## config.mk

```make
export PLATFORM = sky130hd
export DESIGN_NAME = rgb_panel_timing
export DESIGN_NICKNAME = d
export VERILOG_FILES = /design/src/rtl/rgbt_pkg.sv /design/src/rtl/rgbt_pclk_div.sv /design/src/rtl/rgbt_axis.sv /design/src/rtl/rgbt_cfg_bank.sv /design/src/rtl/rgb_panel_timing.sv
export SDC_FILE = /design/constraint.sdc
export NUM_CORES = 1
export LEC_CHECK = 0
export ABC_AREA = 1
export BUFFER_PORTS_ARGS = -buffer_cell sky130_fd_sc_hd__buf_2
export CORE_MARGIN = 10
export CORE_UTILIZATION = 45
export CTS_CLUSTER_DIAMETER = 150
export DETAILED_ROUTE_END_ITERATION = 16
export PLACE_DENSITY = 0.69
export SYNTH_ARGS = -nofsm -noshare
export SYNTH_HDL_FRONTEND = slang
export SYNTH_SLANG_ARGS = --single-unit
```

## constraint.sdc

```tcl
create_clock -name clk -period 6.9 [get_ports clk]
set_clock_uncertainty 0.1 [all_clocks]
set_input_delay 0.345 -clock clk [delete_from_list [all_inputs] [get_ports clk]]
set_output_delay 0.345 -clock clk [all_outputs]
set_load 0.05 [all_outputs]
```

## src/rtl/rgbt_pkg.sv

```systemverilog
package rgbt_pkg;
  localparam int unsigned CW = 12;

  typedef logic [CW-1:0] pos_t;

  typedef struct packed {
    pos_t cycle;
    pos_t offset;
    pos_t sync0;
    pos_t sync1;
    pos_t size;
  } tim_t;

  // Consistency rule: active window must end strictly inside the cycle.
  function automatic logic tim_ok(input tim_t t);
    logic [CW+1:0] lim;
    lim = {2'b00, t.offset} + {2'b00, t.size};
    return {2'b00, t.cycle} > lim;
  endfunction

  function automatic tim_t tim_make(input int unsigned fp, input int unsigned sw,
                                    input int unsigned bp, input int unsigned act);
    tim_t t;
    t.sync0  = pos_t'(fp);
    t.sync1  = pos_t'(fp + sw);
    t.offset = pos_t'(fp + sw + bp);
    t.size   = pos_t'(act);
    t.cycle  = pos_t'(fp + sw + bp + act + 1);
    return t;
  endfunction
endpackage

```

## src/rtl/rgbt_pclk_div.sv

```systemverilog
module rgbt_pclk_div #(
  parameter int unsigned DIV = 3
) (
  input  logic clk,
  input  logic rst_n,
  input  logic pol,
  output logic first,
  output logic tick,
  output logic pclk
);
  // DIV must be at least 3 so data settles a full clock before the sampling edge.
  localparam int unsigned PW      = (DIV > 1) ? $clog2(DIV) : 1;
  localparam int unsigned HI_FROM = DIV - DIV / 2;

  logic [PW-1:0] phase;

  always_ff @(posedge clk or negedge rst_n) begin
    if (!rst_n)                         phase <= '0;
    else if (phase == PW'(DIV - 1))     phase <= '0;
    else                                phase <= phase + 1'b1;
  end

  assign first = (phase == '0);
  assign tick  = (phase == PW'(DIV - 1));
  assign pclk  = pol ^ (phase >= PW'(HI_FROM));

  AST_PHASE_RANGE: assert property (@(posedge clk) disable iff (!rst_n)
    phase <= PW'(DIV - 1));
  AST_TICK_SINGLE: assert property (@(posedge clk) disable iff (!rst_n)
    tick |=> !tick);
endmodule

```

## src/rtl/rgbt_axis.sv

```systemverilog
module rgbt_axis
  import rgbt_pkg::*;
(
  input  logic clk,
  input  logic rst_n,
  input  logic step,
  input  tim_t cfg,
  output pos_t cnt,
  output logic last,
  output logic sync_on,
  output logic in_act
);
  logic [CW:0] nxt;
  logic [CW:0] act_end;

  assign nxt     = {1'b0, cnt} + 1'b1;
  assign act_end = {1'b0, cfg.offset} + {1'b0, cfg.size};
  assign last    = nxt >= {1'b0, cfg.cycle};

  always_ff @(posedge clk or negedge rst_n) begin
    if (!rst_n)    cnt <= '0;
    else if (step) cnt <= last ? '0 : nxt[CW-1:0];
  end

  assign sync_on = (cnt >= cfg.sync0) && (cnt < cfg.sync1);
  assign in_act  = (cnt >= cfg.offset) && ({1'b0, cnt} < act_end);

  AST_CNT_HOLD: assert property (@(posedge clk) disable iff (!rst_n)
    !step |=> $stable(cnt));
  AST_CNT_STEP: assert property (@(posedge clk) disable iff (!rst_n)
    (step && !last) |=> (cnt == pos_t'($past(cnt) + 1'b1)));
endmodule

```

## src/rtl/rgbt_cfg_bank.sv

```systemverilog
module rgbt_cfg_bank
  import rgbt_pkg::*;
#(
  parameter tim_t H_DEF = '0,
  parameter tim_t V_DEF = '0
) (
  input  logic clk,
  input  logic rst_n,
  input  logic wr,
  input  logic sel_v,
  input  tim_t wr_tim,
  input  logic frame_end,
  input  logic swap_req,
  output tim_t act_h,
  output tim_t act_v,
  output logic act_ok,
  output logic swap_ack,
  output logic cfg_err
);
  tim_t stg_h, stg_v;
  logic pend;
  logic stg_ok;

  assign stg_ok = tim_ok(stg_h) && tim_ok(stg_v);
  assign act_ok = tim_ok(act_h) && tim_ok(act_v);

  always_ff @(posedge clk or negedge rst_n) begin
    if (!rst_n) begin
      stg_h    <= H_DEF;
      stg_v    <= V_DEF;
      act_h    <= H_DEF;
      act_v    <= V_DEF;
      pend     <= 1'b0;
      swap_ack <= 1'b0;
      cfg_err  <= 1'b0;
    end else begin
      swap_ack <= 1'b0;
      if (wr) begin
        if (sel_v) stg_v <= wr_tim;
        else       stg_h <= wr_tim;
      end
      if (frame_end) begin
        act_h <= stg_h;
        act_v <= stg_v;
        pend  <= 1'b0;
        if (pend || swap_req) begin
          if (stg_ok) begin
            swap_ack <= 1'b1;
            cfg_err  <= 1'b0;
          end else begin
            cfg_err  <= 1'b1;
          end
        end
      end else if (swap_req) begin
        pend <= 1'b1;
      end
    end
  end

  AST_ACK_AT_BOUNDARY: assert property (@(posedge clk) disable iff (!rst_n)
    swap_ack |-> $past(frame_end));
  AST_ACK_CLEARS_ERR: assert property (@(posedge clk) disable iff (!rst_n)
    swap_ack |-> !cfg_err);
  AST_ERR_AT_BOUNDARY: assert property (@(posedge clk) disable iff (!rst_n)
    $rose(cfg_err) |-> $past(frame_end));
  AST_WORKING_HELD: assert property (@(posedge clk) disable iff (!rst_n)
    !frame_end |=> ($stable(act_h) && $stable(act_v)));
endmodule

```

## src/rtl/rgb_panel_timing.sv

```systemverilog
module rgb_panel_timing
  import rgbt_pkg::*;
#(
  parameter int unsigned DIV   = 3,
  parameter int unsigned CDW   = 6,
  parameter int unsigned H_FP  = 38,
  parameter int unsigned H_SW  = 10,
  parameter int unsigned H_BP  = 10,
  parameter int unsigned H_ACT = 240,
  parameter int unsigned V_FP  = 8,
  parameter int unsigned V_SW  = 4,
  parameter int unsigned V_BP  = 4,
  parameter int unsigned V_ACT = 320
) (
  input  logic              clk,
  input  logic              rst_n,
  input  logic              pclk_pol,
  input  logic              cfg_wr,
  input  logic              cfg_vert,
  input  logic [CW-1:0]     cfg_cycle,
  input  logic [CW-1:0]     cfg_offset,
  input  logic [CW-1:0]     cfg_sync0,
  input  logic [CW-1:0]     cfg_sync1,
  input  logic [CW-1:0]     cfg_size,
  input  logic              swap_req,
  output logic              swap_ack,
  output logic              cfg_err,
  input  logic              pix_valid,
  output logic              pix_ready,
  input  logic [3*CDW-1:0]  pix_in,
  output logic              pclk,
  output logic              pclk_en,
  output logic              hsync_n,
  output logic              vsync_n,
  output logic              de,
  output logic [3*CDW-1:0]  pix_out,
  output logic [CW-1:0]     pos_x,
  output logic [CW-1:0]     pos_y
);
  localparam int unsigned PXW   = 3 * CDW;
  localparam tim_t        H_DEF = tim_make(H_FP, H_SW, H_BP, H_ACT);
  localparam tim_t        V_DEF = tim_make(V_FP, V_SW, V_BP, V_ACT);

  logic tick, first;
  logic frame_end;
  logic act_ok;
  tim_t act_h, act_v, wr_tim;
  tim_t ax_cfg  [2];
  logic ax_step [2];
  pos_t ax_cnt  [2];
  logic ax_last [2];
  logic ax_sync [2];
  logic ax_in   [2];
  logic [PXW-1:0] pix_hold;

  assign wr_tim = '{cycle: cfg_cycle, offset: cfg_offset, sync0: cfg_sync0,
                    sync1: cfg_sync1, size: cfg_size};

  rgbt_pclk_div #(.DIV(DIV)) i_div (
    .clk(clk), .rst_n(rst_n), .pol(pclk_pol),
    .first(first), .tick(tick), .pclk(pclk)
  );

  rgbt_cfg_bank #(.H_DEF(H_DEF), .V_DEF(V_DEF)) i_cfg (
    .clk(clk), .rst_n(rst_n), .wr(cfg_wr), .sel_v(cfg_vert), .wr_tim(wr_tim),
    .frame_end(frame_end), .swap_req(swap_req),
    .act_h(act_h), .act_v(act_v), .act_ok(act_ok),
    .swap_ack(swap_ack), .cfg_err(cfg_err)
  );

  assign ax_cfg[0]  = act_h;
  assign ax_cfg[1]  = act_v;
  assign ax_step[0] = tick;
  assign ax_step[1] = tick && ax_last[0];

  // Axis 0 is horizontal, axis 1 vertical; the vertical one steps on line wrap.
  for (genvar a = 0; a < 2; a++) begin : g_axis
    rgbt_axis i_axis (
      .clk(clk), .rst_n(rst_n), .step(ax_step[a]), .cfg(ax_cfg[a]),
      .cnt(ax_cnt[a]), .last(ax_last[a]), .sync_on(ax_sync[a]), .in_act(ax_in[a])
    );
  end

  assign frame_end = tick && ax_last[0] && ax_last[1];
  assign pclk_en   = tick;
  assign hsync_n   = !ax_sync[0];
  assign vsync_n   = !ax_sync[1];
  assign de        = act_ok && ax_in[0] && ax_in[1];
  assign pos_x     = de ? (ax_cnt[0] - act_h.offset) : '0;
  assign pos_y     = de ? (ax_cnt[1] - act_v.offset) : '0;
  assign pix_ready = de && first;

  always_ff @(posedge clk or negedge rst_n) begin
    if (!rst_n)         pix_hold <= '0;
    else if (pix_ready) pix_hold <= pix_valid ? pix_in : '0;
  end

  assign pix_out = de ? pix_hold : '0;

  AST_READY_ONE_CLK: assert property (@(posedge clk) disable iff (!rst_n)
    pix_ready |=> !pix_ready);
  AST_X_IN_WINDOW: assert property (@(posedge clk) disable iff (!rst_n)
    de |-> (pos_x < act_h.size));
  AST_Y_IN_WINDOW: assert property (@(posedge clk) disable iff (!rst_n)
    de |-> (pos_y < act_v.size));
endmodule

```

; Yosys cells after proc, flatten, opt, wreduce, memory -nomap -nowiden
; Index checks and enable logic that the tools add are counted.
; W data, S select, Z words.
[totals]
register_bits = 287
[classes]
magnitude_cmp = 15
n_eq_ne = 1
n_bitwise = 2
n_addsub = 11
n_reduce_logical = 19
n_mux = 13
[ops]
columns = cell, n
row1 = $add A12 B12 Y13, 6
row2 = $gt A12 B14 Y1, 4
row3 = $ge A12 B12 Y1, 4
row4 = $mux W12, 4
row5 = $mux W18, 2
row6 = $add A12 B1 Y13 const B, 2
row7 = $ge A13 B12 Y1, 2
row8 = $lt A12 B13 Y1, 2
row9 = $lt A12 B12 Y1, 2
row10 = $sub A12 B12 Y12, 2
row11 = $logic_and A1 B1 Y1, 11
row12 = $mux W1, 6
row13 = $reduce_and A2 Y1, 3
row14 = $add A2 B1 Y2 const B, 1
row15 = $eq A2 B2 Y1 const B, 1
row16 = $ge A2 B2 Y1 const B, 1
row17 = $logic_not A1 Y1, 2
row18 = $logic_not A2 Y1, 1
row19 = $mux W2, 1
row20 = $reduce_bool A2 Y1, 1
row21 = $logic_or A1 B1 Y1, 1
row22 = $not A1 Y1, 1
row23 = $xor A1 B1 Y1, 1

; Logic depth before layout (Yosys ltp)
; Gate-level depths: netlist of the first run.
[logic_depth]
depth_word = 6
depth_mapped = 28
mapped_depth_nobuf = 27

; By module
; Synthesis of the first run repeated with hierarchy kept, for this count alone.
[hier_totals]
hier_cells = 2530
hier_area_um2 = 20460.9
[modules_own_cells]
columns = mod, area_each_um2, cells_each, seq_area_each_um2, instances
row1 = rgbt_cfg_bank, 12260.5, 1210, 6150.9, 1
row2 = rgbt_axis at g_axis[0].i_axis, 2887.8, 457, 300.3, 1
row3 = rgbt_axis at g_axis[1].i_axis, 2879.0, 445, 300.3, 1
row4 = rgb_panel_timing, 2349.8, 407, 450.4, 1
row5 = rgbt_pclk_div, 83.8, 11, 50.0, 1

; Worst setup path before layout of the first run
; Ideal clock, no wire load.
[synth_path]
kind = reg-to-output
start = register i_cfg.act_h[37] (netlist name)
end = output port pos_y[11]
stages_incl_launch_ff = 24
setup_slack_ps = 2916
arrival_time_ps = 3539
path_cell_list = dfstp_2 -> inv_1 -> fa_1 -> inv_1 -> nand2_1 -> nand2_1 -> nand2_1 -> o21ai_0 -> xnor2_1 -> ha_1 -> a21oi_1 -> nand2_1 -> nand2_1 -> nand3b_1 -> nand2_1 -> inv_1 -> nand2_1 -> nand2_1 -> nand2_1 -> nand2_1 -> nor2_2 -> buf_4 -> nand2_1 -> nor2_1
[synth_between]
elab_chain_len = 6
word_cells_on_any_way = 10
cone_classes = add/sub: 2 / order compare: 3 / mux: 1 / reduce/logical: 4
[synth_lines]
columns = item, line_no
row1 = $add A12 B12 Y13, "rgbt_pkg.sv:17, rgbt_axis.sv:17"
row2 = $gt A12 B14 Y1 / $lt A12 B13 Y1 (equally long branches), "rgbt_pkg.sv:18, rgbt_axis.sv:26"
row3 = "$logic_and A1 B1 Y1, on equally long branches", "rgbt_cfg_bank.sv:25, rgbt_axis.sv:26"
row4 = $logic_and A1 B1 Y1 (*) (2 in a row), rgb_panel_timing.sv:88  ; assign de = act_ok && ax_in[0] && ax_in[1];
row5 = net de, rgb_panel_timing.sv:35  ; output logic de,
row6 = $mux W12 (*), rgb_panel_timing.sv:90  ; assign pos_y = de ? (ax_cnt[1] - act_v.offset) : '0;
row7 = end: declaration, rgb_panel_timing.sv:38  ; output logic [CW-1:0] pos_y
; Mark *: on every way through the listed nets, which the timed path passes. The rest lies on a longest branch.

; Final worst setup path of the first run
[layout_path]
start = register i_cfg.act_h[36] (netlist name)
end = output port pos_x[3]
[layout_between]
elab_chain_len = 6
word_cells_on_any_way = 11
cone_classes = add/sub: 3 / order compare: 3 / mux: 1 / reduce/logical: 4
[layout_lines]
columns = item, line_no
row1 = $add A12 B12 Y13, "rgbt_pkg.sv:17, rgbt_axis.sv:17"
row2 = $gt A12 B14 Y1 / $lt A12 B13 Y1 (equally long branches), "rgbt_pkg.sv:18, rgbt_axis.sv:26"
row3 = "$logic_and A1 B1 Y1, on equally long branches", "rgbt_cfg_bank.sv:25, rgbt_axis.sv:26"
row4 = $logic_and A1 B1 Y1 (2 in a row), rgb_panel_timing.sv:88
row5 = $mux W12 (*), rgb_panel_timing.sv:89  ; assign pos_x = de ? (ax_cnt[0] - act_h.offset) : '0;
row6 = end: declaration, rgb_panel_timing.sv:37  ; output logic [CW-1:0] pos_x,
; Mark *: on every way between the ends. The rest lies on a longest branch, timed or not.

==> flow_metrics.env, run 1 <==
export IMPL_status="finished, final reports clean"
export IMPL_yosysMostFrequentCell="nand2_1"
export IMPL_syn_avg_cell_area_um2=7.80
export IMPL_swShare=0.402
export IMPL_die_y_um=222
export IMPL_cp_cell_sequence="ha_1 > inv_1 > fa_1 > inv_1 > nand2_1 > nand2_1 > nand2_1 > o21ai_0 > xnor2_1 > ha_1 > a21oi_1 > nand2_1 > nand2_1 > nand3b_1 > nand2_1 > inv_1 > nand2_1 > nand2_1 > nand2_1 > nand2_1 > inv_1 > nand2_2 > nor3_2 > buf_2"
export IMPL_pre_cts_slack_ns=2.14
export IMPL_hold_violations=0
export IMPL_first_pass_iters=6
export IMPL_grt_overflow_total=0
export IMPL_rows=73
export IMPL_vias=15800
export IMPL_grt_pass1_wl_um=80800
export IMPL_cts_path_max_buffers=3
export IMPL_period_share=0.764
export IMPL_synth_seq_area_share=0.396
export IMPL_internal_power_uw=4430
export IMPL_h_tree_depth=2
export IMPL_antenna_cells=0
export IMPL_synth_edf_count=0
export IMPL_cts_tree="yes"
export IMPL_ys_seq_elements=287
export IMPL_die_area_mm2=0.0492
export IMPL_initial_core_util=0.458
export IMPL_crit_required_ns=6.45
export IMPL_place_hpwl_um=38900
export IMPL_synth_ff_type="dfrtp_1"
export IMPL_ys_warn_count=0
export IMPL_fin_setup_tns_ns=0
export IMPL_path_class="reg -> out"
export IMPL_syn_inst=2349
export IMPL_max_slew_margin_rel=0.268
export IMPL_crit_start="i_cfg.act_h[36]$_DFFE_PN0P_"
export IMPL_max_stage_delay_ns=0.51
export IMPL_final_util=0.519
export IMPL_clock_latency_ns=0.53
export IMPL_crit_family="simple AND/OR/NAND/NOR gates"
export IMPL_grt_max_degree=160
export IMPL_syn_area_mm2=0.0183
export IMPL_first_iter_violations=1266
export IMPL_drive_above_1_share=0.111
export IMPL_io_pins=135
export IMPL_critPathLaunchType="register"
export IMPL_gp_congestion=0.967
export IMPL_synth_top_cell_by_area="dfrtp_1"
export IMPL_route_antenna_remaining_nets=0
export IMPL_async_flop_share=1.00
export IMPL_fin_crit_ns=5.27
export IMPL_numCtsBuffers=36
export IMPL_syn_num_nets=2642
export IMPL_setup_slack_ns=1.63
export IMPL_die_width_um=222
export IMPL_yosysTopAreaCellShare=0.315
export IMPL_worst_slew_pin_slew_ns=1.10
export IMPL_grt_antenna_before_repair=0
export IMPL_cts_resized_gates=0
export IMPL_hold_start="cfg_offset[3]"
export IMPL_rsz0062_at_grt="false"
export IMPL_synth_cell_type_count=45
export IMPL_r2r_start="g_axis[1].i_axis.cnt[2]$_DFFE_PN0P_"
export IMPL_synthToLayoutAreaGrowth_pct=13.3
export IMPL_arrival_ns=4.82
export IMPL_num_nets_final=2764
export IMPL_hold_class="in -> reg"
export IMPL_ys_top_cells_by_area="dfrtp_1, ha_1, nand2_1, dfstp_2, inv_1"
export IMPL_placement_io_buffers=134
export IMPL_wl_um=50500
export IMPL_crit_top_cell="nand2_1"
export IMPL_vdd_drop_max_mv=0.206
export IMPL_drv_slew=0
export IMPL_track_usage=0.200
export IMPL_drv_cap=0
export IMPL_cp_max_fo=40
export IMPL_endpoint_kind="output port"
export IMPL_grt_pass1_vias=15400
export IMPL_core_mm2=0.0400
export IMPL_leakage_uw=0.0114
export IMPL_slowest_stage="nand2_2"
export IMPL_power_switching_uw=2980
export IMPL_max_freq_ghz=0.190
export IMPL_drc_errors=0
export IMPL_p_seq_frac=0.315
export IMPL_p_per_area_mw_per_mm2=357
export IMPL_synth_common_cells="nand2_1, inv_1, dfrtp_1, nor2_1, ha_1"
export IMPL_setup_viol_count_final=0
export IMPL_comb_power_share=0.419
export IMPL_power_share_clock=0.267
export IMPL_critPathBufInv=5
export IMPL_path_clk_slew_ns=0.06
export IMPL_wl_per_cell_um=16.7
export IMPL_vias_per_cell=5.23
export IMPL_cts_sinks=287
export IMPL_cts_root_buf="clkbuf_16"
==> cell usage in the layout, fill, tap and decap left out, drive strengths merged, types with 27 or more instances in the layout <==
| cell type | synthesis | final |
|---|---|---|
| ha | 202 | 202 |
| xor2 | 50 | 50 |
| nand4 | 27 | 27 |
| dfrtp | 231 | 231 |
| dfstp | 56 | 56 |
| buf | 30 | 141 |
| o21ai | 198 | 198 |
| clkbuf | 37 | 50 |
| inv | 390 | 394 |
| nand3 | 108 | 108 |
| a21oi | 191 | 191 |
| nor2 | 234 | 234 |
| nand2 | 478 | 478 |
==> power by group through the flow <==
stage	clock (uW)	combinational, uW	sequential, uW
detailed placement	0	3060	2360
global placement	0	2960	2350
floorplan	0	2250	2270
CTS	2010	3090	2330
finish	1980	3100	2340
global route	2080	3540	2380
==> worst paths after layout <==
| check | slack, ns | depth (start not counted) | to |
|---|---|---|---|
| min | 0.01 | 3 | i_cfg.stg_h[39]$_DFFE_PN1P_ |
| max reg2reg | 2.36 | 18 | i_cfg.act_v[17]$_DFFE_PN0P_ |
| min reg2reg | 0.37 | 2 | pix_hold[2]$_DFFE_PN0P_ |
| max | 1.63 | 24 | pos_x[3] |
| max in group asynchronous | 4.83 | 3 | i_cfg.act_h[18]$_DFFE_PN0P_ |
| min in group asynchronous | 0.43 | 2 | i_cfg.stg_h[38]$_DFFE_PN0P_ |
==> kinds of logic (layout without fill, tap and decap cells) <==
group,after synthesis,in the layout,synth area share
simple gates,894,894,0.204
buf+inv,457,607,0.0981
compound gates,441,441,0.128
flops,287,287,0.396
fa+ha+maj,208,208,0.144
xor+xnor,62,62,0.0296
==> metrics by stage <==
step           hold WS, ns  area [um^2]  total power [uW]  std cells
2_1_floorplan      -0.0506        18300              4520       2349
3_3_place_gp         0.357        19400              5310       2948
3_5_place_dp         0.359        19400              5420       2948
4_1_cts            0.00305        20800              7440       3024
5_1_grt             0.0168        20800              7990       3024
6_report            0.0100        20800              7420       3024
==> layer usage <==
metal	vias to the layer above	wire length (um)	share of wire	GRT usage
met5	-	0	0	0
met4	0	1630	0.032	0.0706
met3	115	2610	0.052	0.0334
met2	421	23500	0.47	0.329
met1	7443	22700	0.45	0.259
li1	7827	-	-	-
==> layout make-up <==
cell class,instances,area (um^2)
Multi-Input combinational cell,1605,9310
Timing Repair Buffer,151,846
Fill cell,3779,19200
Clock inverter,16,229
Sequential cell,287,7250
Inverter,390,1460
Tap cell,525,657
Clock buffer,50,1010
==> worst register-to-register path, delay by kind of cell (launching register included) <==
family	cells	cell delay, ns
adder cells (fa/ha/maj)	1	0.31
AND/OR/NAND/NOR	12	2.02
XOR/XNOR	1	0.17
AO/OA/AOI/OAI	1	0.22
buffers and inverters	3	0.95
flip-flops	1	0.61
==> sequential cells by signal, summed over array words and instances (netlist names), 2 cells and up <==
name               cells
i_cfg.act_h           60
i_cfg.act_v           60
i_cfg.stg_h           60
i_cfg.stg_v           60
g_axis.i_axis.cnt     24
pix_hold              18
i_div.phase            2
==> repair_timing <==
action / 4_1_cts / 5_1_grt
hold endpoints to repair: 104 / 0
setup buffers: 0 / 0
hold buffers: 10 / 0
(Power assumes the default switching activity.)
==> run 2, diff against run 1 <==
Settings changed: ABC_AREA 1 to 0, PLACE_DENSITY 0.69 to 0.7.
Clock period 6.9 ns to 5.3 ns, I/O delays scaled along.
==> flow_metrics.env, run 2 <==
export IMPL_final_cell_mix="mux2_2, dfrtp_1, ha_1"
export IMPL_drv_cap=0
export IMPL_synth_seq_area_share=0.411
export IMPL_cts_path_max_buffers=3
export IMPL_cts_sinks=287
export IMPL_max_slew_margin_rel=0.366
export IMPL_crit_required_ns=4.93
export IMPL_period_share=1.01
export IMPL_critPathLaunchType="register"
export IMPL_placement_io_buffers=134
export IMPL_hold_violations=0
export IMPL_die_area_mm2=0.0476
export IMPL_die_width_um=218
export IMPL_vias=13400
export IMPL_first_iter_violations=743
export IMPL_yosysTopAreaCellShare=0.327
export IMPL_h_tree_depth=1
export IMPL_cp_cell_sequence="ha_4 > a211oi_4 > o211ai_1 > a31o_2 > a21oi_2 > o21bai_1 > a21oi_1 > xor2_1 > ha_2 > o22ai_1 > a211oi_2 > o311ai_2 > nor4b_2 > o211ai_1 > or4_4 > buf_4 > buf_6 > nor3b_4 > buf_12"
export IMPL_p_per_area_mw_per_mm2=358
export IMPL_grt_max_degree=128
export IMPL_drive_above_1_share=0.327
export IMPL_wl_um=49300
export IMPL_core_mm2=0.0387
export IMPL_cp_max_fo=3
export IMPL_drv_slew=0
export IMPL_vdd_drop_max_mv=0.284
export IMPL_ys_top_cells_by_area="dfrtp_1, mux2_2, ha_1, dfstp_2, inv_1"
export IMPL_cts_tree="yes"
export IMPL_async_flop_share=1.00
export IMPL_syn_inst=1633
export IMPL_rsz0062_at_grt="true"
export IMPL_syn_area_mm2=0.0177
export IMPL_r2r_end="pix_hold[16]$_DFFE_PN0P_"
export IMPL_synthToLayoutAreaGrowth_pct=26.0
export IMPL_mostFrequentLayoutCell="mux2_2"
export IMPL_grt_pass1_vias=13900
export IMPL_synth_edf_count=0
export IMPL_die_y_um=218
export IMPL_synth_ff_type="dfrtp_1"
export IMPL_io_pins=135
export IMPL_crit_top_cell="o211ai_1"
export IMPL_grt_antenna_before_repair=2
export IMPL_fin_crit_ns=5.35
export IMPL_fillCellCount=3174
export IMPL_synth_cell_type_count=68
export IMPL_pre_cts_slack_ns=0.0883
export IMPL_r2r_slack_ns=0.52
export IMPL_max_freq_ghz=0.187
export IMPL_initial_core_util=0.456
export IMPL_path_class="reg -> out"
export IMPL_gp_congestion=0.904
export IMPL_violations="setup timing"
export IMPL_wl_per_cell_um=20.3
export IMPL_synth_top_cell_by_area="dfrtp_1"
export IMPL_yosysMostFrequentCell="mux2_2"
export IMPL_first_pass_iters=5
export IMPL_rows=72
export IMPL_cts_root_buf="clkbuf_16"
export IMPL_status="finished with violations"
export IMPL_r2r_start="i_cfg.act_v[1]$_DFFE_PN0P_"
export IMPL_clock_latency_ns=0.60
export IMPL_synth_common_cells="mux2_2, dfrtp_1, ha_1"
export IMPL_drc_errors=0
export IMPL_setup_slack_ns=-0.0459
export IMPL_grt_overflow_total=0
export IMPL_track_usage=0.200
export IMPL_ys_seq_elements=287
export IMPL_place_hpwl_um=35000
export IMPL_slowest_stage="or4_4"
export IMPL_path_clk_slew_ns=0.06
export IMPL_vias_per_cell=5.51
export IMPL_grt_pass1_wl_um=75900
export IMPL_num_nets_final=2177
export IMPL_syn_num_nets=1926
export IMPL_numCtsBuffers=31
export IMPL_setup_viol_count_final=18
export IMPL_final_util=0.575
export IMPL_worst_slew_pin_slew_ns=0.951
export IMPL_leakage_uw=0.0104
export IMPL_arrival_ns=4.98
export IMPL_placed_area_mm2=0.0190
export IMPL_endpoint_kind="output port"
export IMPL_ys_warn_count=0
export IMPL_route_antenna_remaining_nets=0
export IMPL_syn_avg_cell_area_um2=10.8
export IMPL_stdcell_area_mm2=0.0223
export IMPL_max_stage_delay_ns=0.55
export IMPL_p_total_uw=7980
export IMPL_hold_class="in -> async"
export IMPL_fin_setup_tns_ns=-0.289
export IMPL_r2r_cells=19
## run 2: cell count changes after synthesis, sizes merged, moves of 29 or more
cell,previous run,this run
o21ai,198,80
nand2,478,86
nand3,108,27
nor2,234,78
nand2b,0,29
inv,390,139
mux2,0,237
a21o,8,52
a21oi,191,72
## run 2: final cells by class
class | count | area [um^2] | area share
diodes | 1 | 2.50 | 0.000112
repair buffers | 265 | 2350 | 0.105
well taps | 518 | 648 | 0.0291
multi-input cells | 1160 | 10300 | 0.461
clock buffers | 45 | 948 | 0.0426
clock inverters | 13 | 267 | 0.0120
flip-flops and latches | 287 | 7250 | 0.326
inverters | 139 | 526 | 0.0236
## run 2: kinds of logic after synthesis
group / Yosys count / share of synthesized area
DFF: 287 / 0.411
and+or+nand+nor: 313 / 0.0858
muxes: 256 / 0.162
xor gates and xnor gates: 73 / 0.0362
buffers and inverters: 186 / 0.0405
adders and majority gates: 213 / 0.153
AOI/OAI and AO/OA: 305 / 0.112
## run 2: per-layer routing
layer / vias to the layer above / part of all wire / track usage
met4: 2 / 0.033 / 0.0713
met1: 6707 / 0.44 / 0.259
met5: - / 0.00014 / 0
li1: 6295 / - / -
met3: 80 / 0.046 / 0.0334
met2: 294 / 0.48 / 0.332
## run 2: how the worst max path moves through the flow
stage,startpoint,to,slack (ns),cells after the start
detailed placement,i_cfg.act_v[1]$_DFFE_PN0P_,pos_x[5],0.09,18
floorplan,i_cfg.act_h[37]$_DFFE_PN1P_,pos_x[11],0.04,17
global route,i_cfg.act_h[37]$_DFFE_PN1P_,pos_y[2],-0.26,22
finish,i_cfg.act_v[1]$_DFFE_PN0P_,pos_x[8],-0.05,19
CTS,i_cfg.act_h[37]$_DFFE_PN1P_,pos_x[5],-0.08,17
global placement,i_cfg.act_v[1]$_DFFE_PN0P_,pos_x[5],0.23,18
## run 2: power by group
part | leakage (uW) | switching [uW] | internal [uW]
registers | 0.00345 | 332 | 2510
logic | 0.00637 | 1320 | 1270
clock network | 0.000588 | 953 | 1580
total | 0.0104 | 2610 | 5370
## run 2: timing repair
action	in CTS	in global routing
cloned	1	2
setup endpoints to repair	43	44
hold buffers	98	0
endpoints found under the hold margin	247	0
resized for setup	85	135
pin swaps	18	30
buffers inserted	6	10
## run 2: worst max-delay path: cells and delay by family, from the launching register on
kind / cells / cell delay (ns)
and+or+nand+nor: 3 / 1.13
buffers and inverters: 3 / 0.46
AOI/OAI and AO/OA: 10 / 1.66
xor gates and xnor gates: 1 / 0.11
adders and majority gates: 2 / 0.60
DFF: 1 / 0.41
## run 2: per-stage QoR
stage	hold slack, ns	instances
global placement	0.348	2252
floorplan	-0.131	1633
CTS	0.323	2415
detailed placement	0.349	2252
finish	0.293	2428
global route	0.356	2427
